--- src/rtl/gf16_tower_pkg.sv ---
// Shared widths and types for the tower-field GF(2^4) arithmetic.
package gf16_tower_pkg;
    localparam int SUB_W  = 2;
    localparam int ELEM_W = 2 * SUB_W;
    typedef logic [SUB_W-1:0]  sub_t;
    typedef logic [ELEM_W-1:0] elem_t;
    typedef enum logic {OP_MUL = 1'b0, OP_SQR = 1'b1} op_e;
endpackage

--- src/rtl/gf4_sub_mul.sv ---
// GF(2^2) multiplier, modulus y^2 + y + 1.
// Three-AND split; bit 1 is the y coefficient. Purely combinational.
module gf4_sub_mul
    import gf16_tower_pkg::*;
(
    input  sub_t x,
    input  sub_t w,
    output sub_t z
);
    logic m_lo, m_hi, m_mid;

    // Partial products: low, high and cross-sum terms.
    always_comb begin
        m_lo  = x[0] & w[0];
        m_hi  = x[1] & w[1];
        m_mid = (x[0] ^ x[1]) & (w[0] ^ w[1]);
        z     = {m_mid ^ m_lo, m_lo ^ m_hi};
    end
endmodule

--- src/rtl/gf4_sub_scale.sv ---
// Scales a GF(2^2) element by the extension constant phi = y (2'b10).
// Costs one XOR; purely combinational.
module gf4_sub_scale
    import gf16_tower_pkg::*;
(
    input  sub_t x,
    output sub_t z
);
    // (u1*y + u0)*y = (u1^u0)*y + u1
    always_comb z = {x[1] ^ x[0], x[1]};
endmodule

--- src/rtl/gf16_squarer.sv ---
// XOR-only squarer for GF((2^2)^2) with modulus x^2 + x + phi.
// High half = a1^2; low half = a0^2 + phi*a1^2, with single-bit products folded.
module gf16_squarer
    import gf16_tower_pkg::*;
(
    input  elem_t a,
    output elem_t z
);
    // Folded bit equations of the square.
    always_comb begin
        z[3] = a[3];
        z[2] = a[3] ^ a[2];
        z[1] = a[2] ^ a[1];
        z[0] = a[3] ^ a[1] ^ a[0];
    end
endmodule

--- src/rtl/gf16_tower_mul.sv ---
// Tower-field GF(2^4) multiplier with an XOR-only square mode.
// Assumes the operand encoding {a1,a0}, each half over GF(2^2).
// REG_OUT selects a registered (1) or combinational (0) result.
module gf16_tower_mul
    import gf16_tower_pkg::*;
#(
    parameter bit REG_OUT = 1'b1
) (
    input  logic              clk,
    input  logic              rst_n,
    input  logic [ELEM_W-1:0] op_a,
    input  logic [ELEM_W-1:0] op_b,
    input  logic              op_sel,
    output logic [ELEM_W-1:0] prod
);
    localparam int N_SUBMUL = 3;

    sub_t  a_lo, a_hi, b_lo, b_hi, a_sum, b_sum;
    sub_t  mx [N_SUBMUL];
    sub_t  mw [N_SUBMUL];
    sub_t  mz [N_SUBMUL];
    sub_t  hi_scaled;
    elem_t mul_res, sq_res, next_res;

    // Split operands into halves and form the Karatsuba sums.
    always_comb begin
        a_lo  = op_a[SUB_W-1:0];
        a_hi  = op_a[ELEM_W-1:SUB_W];
        b_lo  = op_b[SUB_W-1:0];
        b_hi  = op_b[ELEM_W-1:SUB_W];
        a_sum = a_lo ^ a_hi;
        b_sum = b_lo ^ b_hi;
        mx[0] = a_lo;  mw[0] = b_lo;
        mx[1] = a_hi;  mw[1] = b_hi;
        mx[2] = a_sum; mw[2] = b_sum;
    end

    // Three subfield multipliers.
    for (genvar g = 0; g < N_SUBMUL; g++) begin : g_sub
        gf4_sub_mul u_mul (.x(mx[g]), .w(mw[g]), .z(mz[g]));
    end

    gf4_sub_scale u_scale (.x(mz[1]), .z(hi_scaled));
    gf16_squarer  u_sq    (.a(op_a), .z(sq_res));

    // Recombine halves and choose the mode.
    always_comb begin
        mul_res  = {mz[2] ^ mz[0], mz[0] ^ hi_scaled};
        next_res = (op_e'(op_sel) == OP_SQR) ? sq_res : mul_res;
    end

    if (REG_OUT) begin : g_reg
        // Result register with synchronous active-low reset.
        always_ff @(posedge clk) begin
            if (!rst_n) prod <= '0;
            else        prod <= next_res;
        end
    end else begin : g_comb
        // Combinational result path.
        always_comb prod = next_res;
    end
endmodule

--- config.mk ---
export PLATFORM = sky130hd
export DESIGN_NAME = gf16_tower_mul
export DESIGN_NICKNAME = d
export VERILOG_FILES = /design/src/rtl/gf16_tower_pkg.sv /design/src/rtl/gf4_sub_mul.sv /design/src/rtl/gf4_sub_scale.sv /design/src/rtl/gf16_squarer.sv /design/src/rtl/gf16_tower_mul.sv
export SDC_FILE = /design/constraint.sdc
export NUM_CORES = 1
export LEC_CHECK = 0
export ABC_AREA = 1
export ABC_CLOCK_PERIOD_IN_PS = 1200
export BUFFER_PORTS_ARGS = -buffer_cell sky130_fd_sc_hd__buf_2
export CAP_MARGIN = 20
export CORE_AREA = 2 2 39 41
export CTS_BUF_LIST = sky130_fd_sc_hd__clkbuf_16
export CTS_CLUSTER_SIZE = 40
export DETAILED_ROUTE_END_ITERATION = 8
export DIE_AREA = 0 0 41 43
export PLACE_DENSITY_LB_ADDON = 0.1
export SLEW_MARGIN = 25
export SYNTH_ARGS = -nofsm -noshare
export SYNTH_HDL_FRONTEND = slang
export SYNTH_SLANG_ARGS = --single-unit
--- constraint.sdc ---
create_clock -name clk -period 1.2 [get_ports clk]
set_input_delay 0.18 -clock clk [delete_from_list [all_inputs] [get_ports clk]]
set_output_delay 0.18 -clock clk [all_outputs]
set_load 0.02 [all_outputs]
==> results.md, run 1 <==
- Syn_nets: 115
- CTS Buf Count: 3
- # placed instances: 134
- Cell taking the most area after synthesis: nand2_1
- Ant diodes: 0
- Peak Freq: 1040 MHz
- Worst EP required: 1.31 ns
- Post-CTS Hold Fix Bufs: 0
- Max reg flops: 4
- Drt drc: 0
- Final setup violation count: 0
- First-pass GRT wire length: 2.23 mm
- Worst slew pin tran: 0.280 ns
- Dpl hpwl: 1.12 mm
- Placed cell area: 599 um2
- Vias/cell: 4.77
- Flop pwr share: 0.167
- Crit-path most repeated cell: nand2_1
- Switching pwr: 242 uW
- Main combinational cell family by area after synthesis: simple AND/OR/NAND/NOR gates
- Area growth syn-to-layout: 32.4%
- Total congestion overflow: 0
- Hold Crit Class: input pin to flip-flop
- Met1 usage: 0.249
- Slowest-stage cell, CP: buf_2
- Pwr Density: 1320 mW/mm2
- Number of global-route vias before repair: 553
- Fin Setup TNS: 0 ns
- Outcome: finished clean
- Drt initial violations: 12
- Total number of vias: 653
- Sequential cell area fraction in the yosys report: 0.157
- Mapped Area: 509 um2
- CP startpoint kind: input pin
- Start-to-end type of the worst setup path: input pin to flip-flop
- GP Congestion: 0.828
- Commonest cells in the synthesized netlist: 55 x nand2_1, 11 x inv_1, 10 x nand3_1
- Fin cells: 137
- # H-tree levels: 1
- Die width: 41 um
- Fin Hold WS: 0.231 ns
- Synth warn: 0
- Clk Tree Root Cell: clkbuf_16
- VDD IR max: 736 uV
- Combinational power share: 0.248
- Fin. Hold Viols: 0
- Synth Area in Compound Gates: 0.128
- Post-Synth Simple-Gate Area: 0.595
- Most used DFF post-synth: dfxtp_1
- GRT Max-Usage Layer: met2
- Largest net degree at the start of global routing: 9
- Setup repair after global routing missed its margin: no
- Grt met2 use: 0.272
- Setup ws final: 0.238 ns
- Routed len/inst: 9.91 um
- Final Power: 891 uW
- Tcrit/Tclk final: 0.802
- Max-slew violations: 0
- CP cell instances: buf_2 > inv_1 > nand2_1 > nand2_1 > nand2_1 > inv_1 > nand2_1 > nand3_1 > nand2_1 > nor2_1 > nor2_1
- Share of layout cells above drive strength 1: 0.215
- Core footprint: 0.00138 mm2
- Async SR Flop Fraction: 0
- Adder-cell share of the synthesized area: 0
- Die height: 43 um
- TritonCTS Sinks: 4
- Tot GR Track Use: 0.189
- Post-route cell area: 674 um2
- Clock buffer depth: 2
- CP Data Arrival Time: 1.07 ns
- Internal Power: 649 uW
- Yosys top cell area share: 0.405
- Clock power share: 0.585
- Die area: 0.00176 mm2
- Syn avg cell area: 4.90 um2
- Dpl ws: 0.0300 ns
- Io pins: 15
- Postcts setup bufs: 0
- First drt pass iteration count: 4
- P_leak: 0.411 nW
- TritonCTS clock tree: built
- Rel. slew slack: 0.811
- Worst-path clk slew: 0.03 ns
- Synth unique cells: 14
- Max-cap viol count: 0
- Starting Density: 0.368
- Final min period: 0.962 ns
- Syn Inst Count: 104
- Worst Setup End Kind: flip-flop
- Top-count cell post-synth: nand2_1
- Post-DRT Antenna Nets: 0
- Worst-path maximum fanout: 5
- Final wirelength: 1.36 mm
- Leading post-synthesis cells by cell area: nand2_1 41%, dfxtp_1 16%, nand3_1 9.8%
- Mux cell area share after synthesis: 0
- Final Util: 0.487
- Global routing usage on met3: 0.0628
- Largest Register: prod
- IO buf count: 14
- Switching part of the total: 0.272
- # rows: 14
- Post-synthesis xor/xnor area fraction: 0.0172
- Largest registers: prod: 4 flops
- Nets: 134
- Seq cells post-synth: 4
- Cts repair resizes: 0
- CP peak stage delay: 0.13 ns
- Post-synth EDFFs: 0
- Antenna violations before repair: 0
==> per-layer routing <==
layer  vias to the layer above  share of wire
met4                         0         0.0059
met5                         -              0
met2                        16           0.51
met3                         2          0.046
li1                        360              -
met1                       275           0.44
==> power by group through the flow <==
stage / Clock, mW / Combinational, mW / Sequential, mW
final: 0.521 / 0.221 / 0.149
after CTS: 0.536 / 0.223 / 0.149
after global placement: 0 / 0.220 / 0.150
after global routing: 0.543 / 0.252 / 0.150
after detailed placement: 0 / 0.221 / 0.151
after floorplan: 0 / 0.133 / 0.168
==> final timing paths <==
path                  startpoint       to  cells after the start
worst max-delay path     op_b[3]  prod[3]                     11
worst min-delay path       rst_n  prod[2]                      3
==> area by class of cell <==
cell class	count	area (um2)
repair buffers	14	70.1
clock buffers	3	75.1
flip-flops and latches	4	80.1
fillers	169	709
well taps	16	20.0
multi-input cells	86	377
inverters	14	52.6
==> cell families (layout without fill, tap and decap cells) <==
group | count (synthesis) | in the layout
flip-flops | 4 | 4
buffers and inverters | 14 | 31
AND/OR/NAND/NOR | 74 | 74
XOR/XNOR | 1 | 1
AO/OA/AOI/OAI | 11 | 11
==> cells in the final DEF (no fill, tap or decap) <==
master | netlist | routed
a21oi_2 | 2 | 2
nor2_2 | 1 | 1
nand2_2 | 3 | 3
dfxtp_1 | 4 | 4
clkbuf_16 | 0 | 3
inv_1 | 11 | 11
xor2_1 | 1 | 1
nand4_1 | 1 | 1
nand3_1 | 10 | 10
buf_2 | 0 | 14
nand2_1 | 55 | 55
o21ai_0 | 4 | 4
a21oi_1 | 4 | 4
inv_2 | 3 | 3
o211ai_1 | 1 | 1
nor2_1 | 4 | 4
==> critical path: cells and delay by family <==
kind | cells | cell delay, ns
buffers and inverters | 3 | 0.32
AND/OR/NAND/NOR | 8 | 0.59
Power figures use the tool's default switching activity.
==> run 2: changes to the inputs <==
--- a/config.mk
+++ b/config.mk
@@ -6,7 +6,7 @@
 export NUM_CORES = 1
 export LEC_CHECK = 0
 export ABC_AREA = 1
-export ABC_CLOCK_PERIOD_IN_PS = 1200
+export ABC_CLOCK_PERIOD_IN_PS = 1000
 export BUFFER_PORTS_ARGS = -buffer_cell sky130_fd_sc_hd__buf_2
 export CAP_MARGIN = 20
 export CORE_AREA = 2 2 39 41
==> constraint.sdc (replaced) <==
create_clock -name clk -period 1 [get_ports clk]
set_input_delay 0.15 -clock clk [delete_from_list [all_inputs] [get_ports clk]]
set_output_delay 0.15 -clock clk [all_outputs]
set_load 0.02 [all_outputs]
==> run 2 against run 1 <==
Compared with the run above: sequential power increased by 20%; hold slack got worse by 0.018 ns; power increased by 24%; final cell count increased by 8.8%; largest cell class unchanged; first-iteration DRC count increased by 17%; critical endpoint unchanged; clock power increased by 19%; non-clock buffer count increased by 12; highest routed layer is now met3; setup slack got worse by 0.13 ns; flip-flop and latch count unchanged; largest power group unchanged.
==> results.md, run 2 (synthesis gave the netlist of run 1 again) <==
- Outcome: finished clean
- Die area: 0.00176 mm2
- Hold Crit Class: input pin to flip-flop
- Setup repair after global routing missed its margin: no
- Rel. slew slack: 0.798
- Drt initial violations: 14
- Cts repair resizes: 0
- Clock buffer depth: 2
- Io pins: 15
- Total congestion overflow: 0
- Postcts setup bufs: 0
- GP Congestion: 0.869
- P_leak: 0.467 nW
- TritonCTS clock tree: built
- Leading cell types in the layout, fill and taps excluded: 55 x nand2_1, 14 x buf_2, 12 x buf_4
- Die height: 43 um
- Clk Tree Root Cell: clkbuf_16
- Worst EP required: 1.11 ns
- Ant diodes: 0
- # placed instances: 146
- Start-to-end type of the worst setup path: input pin to flip-flop
- Drt drc: 0
- Final wirelength: 1.44 mm
- Core footprint: 0.00138 mm2
- Fin cells: 149
- Most common cell after layout, fill and taps aside: nand2_1
- Die width: 41 um
- Final min period: 0.891 ns
- Post-CTS Hold Fix Bufs: 0
- IO buf count: 14
- Pwr Density: 1440 mW/mm2
- # rows: 14
- CP startpoint kind: input pin
- Largest registers: prod: 4 flops
- VDD IR max: 519 uV
- Worst Setup End Kind: flip-flop
- Starting Density: 0.368
- Worst-path clk slew: 0.03 ns
- Antenna violations before repair: 0
- First-pass GRT wire length: 2.53 mm
- Nets: 146
- Area growth syn-to-layout: 50.9%
- Peak Freq: 1120 MHz
- Dpl hpwl: 1.25 mm
- Max reg flops: 4
- Tcrit/Tclk final: 0.891
- Largest net degree at the start of global routing: 9
- Share of layout cells above drive strength 1: 0.308
- First drt pass iteration count: 4
- Final setup violation count: 0
- Worst slew pin tran: 0.299 ns
- Max-cap viol count: 0
- Total number of vias: 693
- CTS Buf Count: 3
- TritonCTS Sinks: 4
- Largest Register: prod
- Fin. Hold Viols: 0
- Tot GR Track Use: 0.206
- Routed len/inst: 9.69 um
- Worst-path maximum fanout: 4
- Fin Setup TNS: 0 ns
- Post-DRT Antenna Nets: 0
- CP Data Arrival Time: 1.00 ns
- Number of global-route vias before repair: 648
- Vias/cell: 4.65
- Max-slew violations: 0
- # H-tree levels: 1
## run 2: worst paths after layout
kind	from	endpoint	slack, ns	cells past startpoint
max	op_a[0]	prod[3]	0.11	9
min	rst_n	prod[1]	0.21	3
## run 2: per-stage QoR
stage                     hold slack, ns  instance area [um2]   util  power (mW)  worst slack [ns]
after floorplan                    0.288                  509      -       0.361             0.128
after global placement             0.429                  689  0.498       0.480            -0.141
after detailed placement           0.431                  689  0.498       0.487            -0.174
after CTS                          0.202                  764  0.552        1.11            0.0451
after global routing               0.219                  768  0.555        1.17           0.00950
final                              0.213                  768  0.555        1.11             0.109
## run 2: where the power goes
group | leakage (nW) | switching, mW | internal (mW)
clock | 0.0370 | 0.109 | 0.511
combinational | 0.396 | 0.186 | 0.124
sequential | 0.0334 | 0.00359 | 0.176
## run 2: per-layer routing
layer / vias up / global-route usage / share of wire
li1: 383 / - / -
met1: 299 / 0.261 / 0.46
met2: 11 / 0.331 / 0.52
met3: 0 / 0.0314 / 0.018
met4: 0 / 0.0800 / 0
met5: - / 0 / 0
## run 2: layout make-up
class / instances / area (um2)
inverter: 14 / 52.6
tap: 16 / 20.0
multi-input combinational: 86 / 380
clock buffer: 3 / 75.1
fill: 138 / 616
sequential: 4 / 80.1
timing repair buffer: 26 / 160
## run 2: critical path: stages
cell	delay [ns]
buf_2	0.12
inv_2	0.08
nand2_1	0.08
a21oi_1	0.21
a21oi_2	0.08
nand3_1	0.11
nand2_1	0.05
nor2_1	0.08
nor2_1	0.04
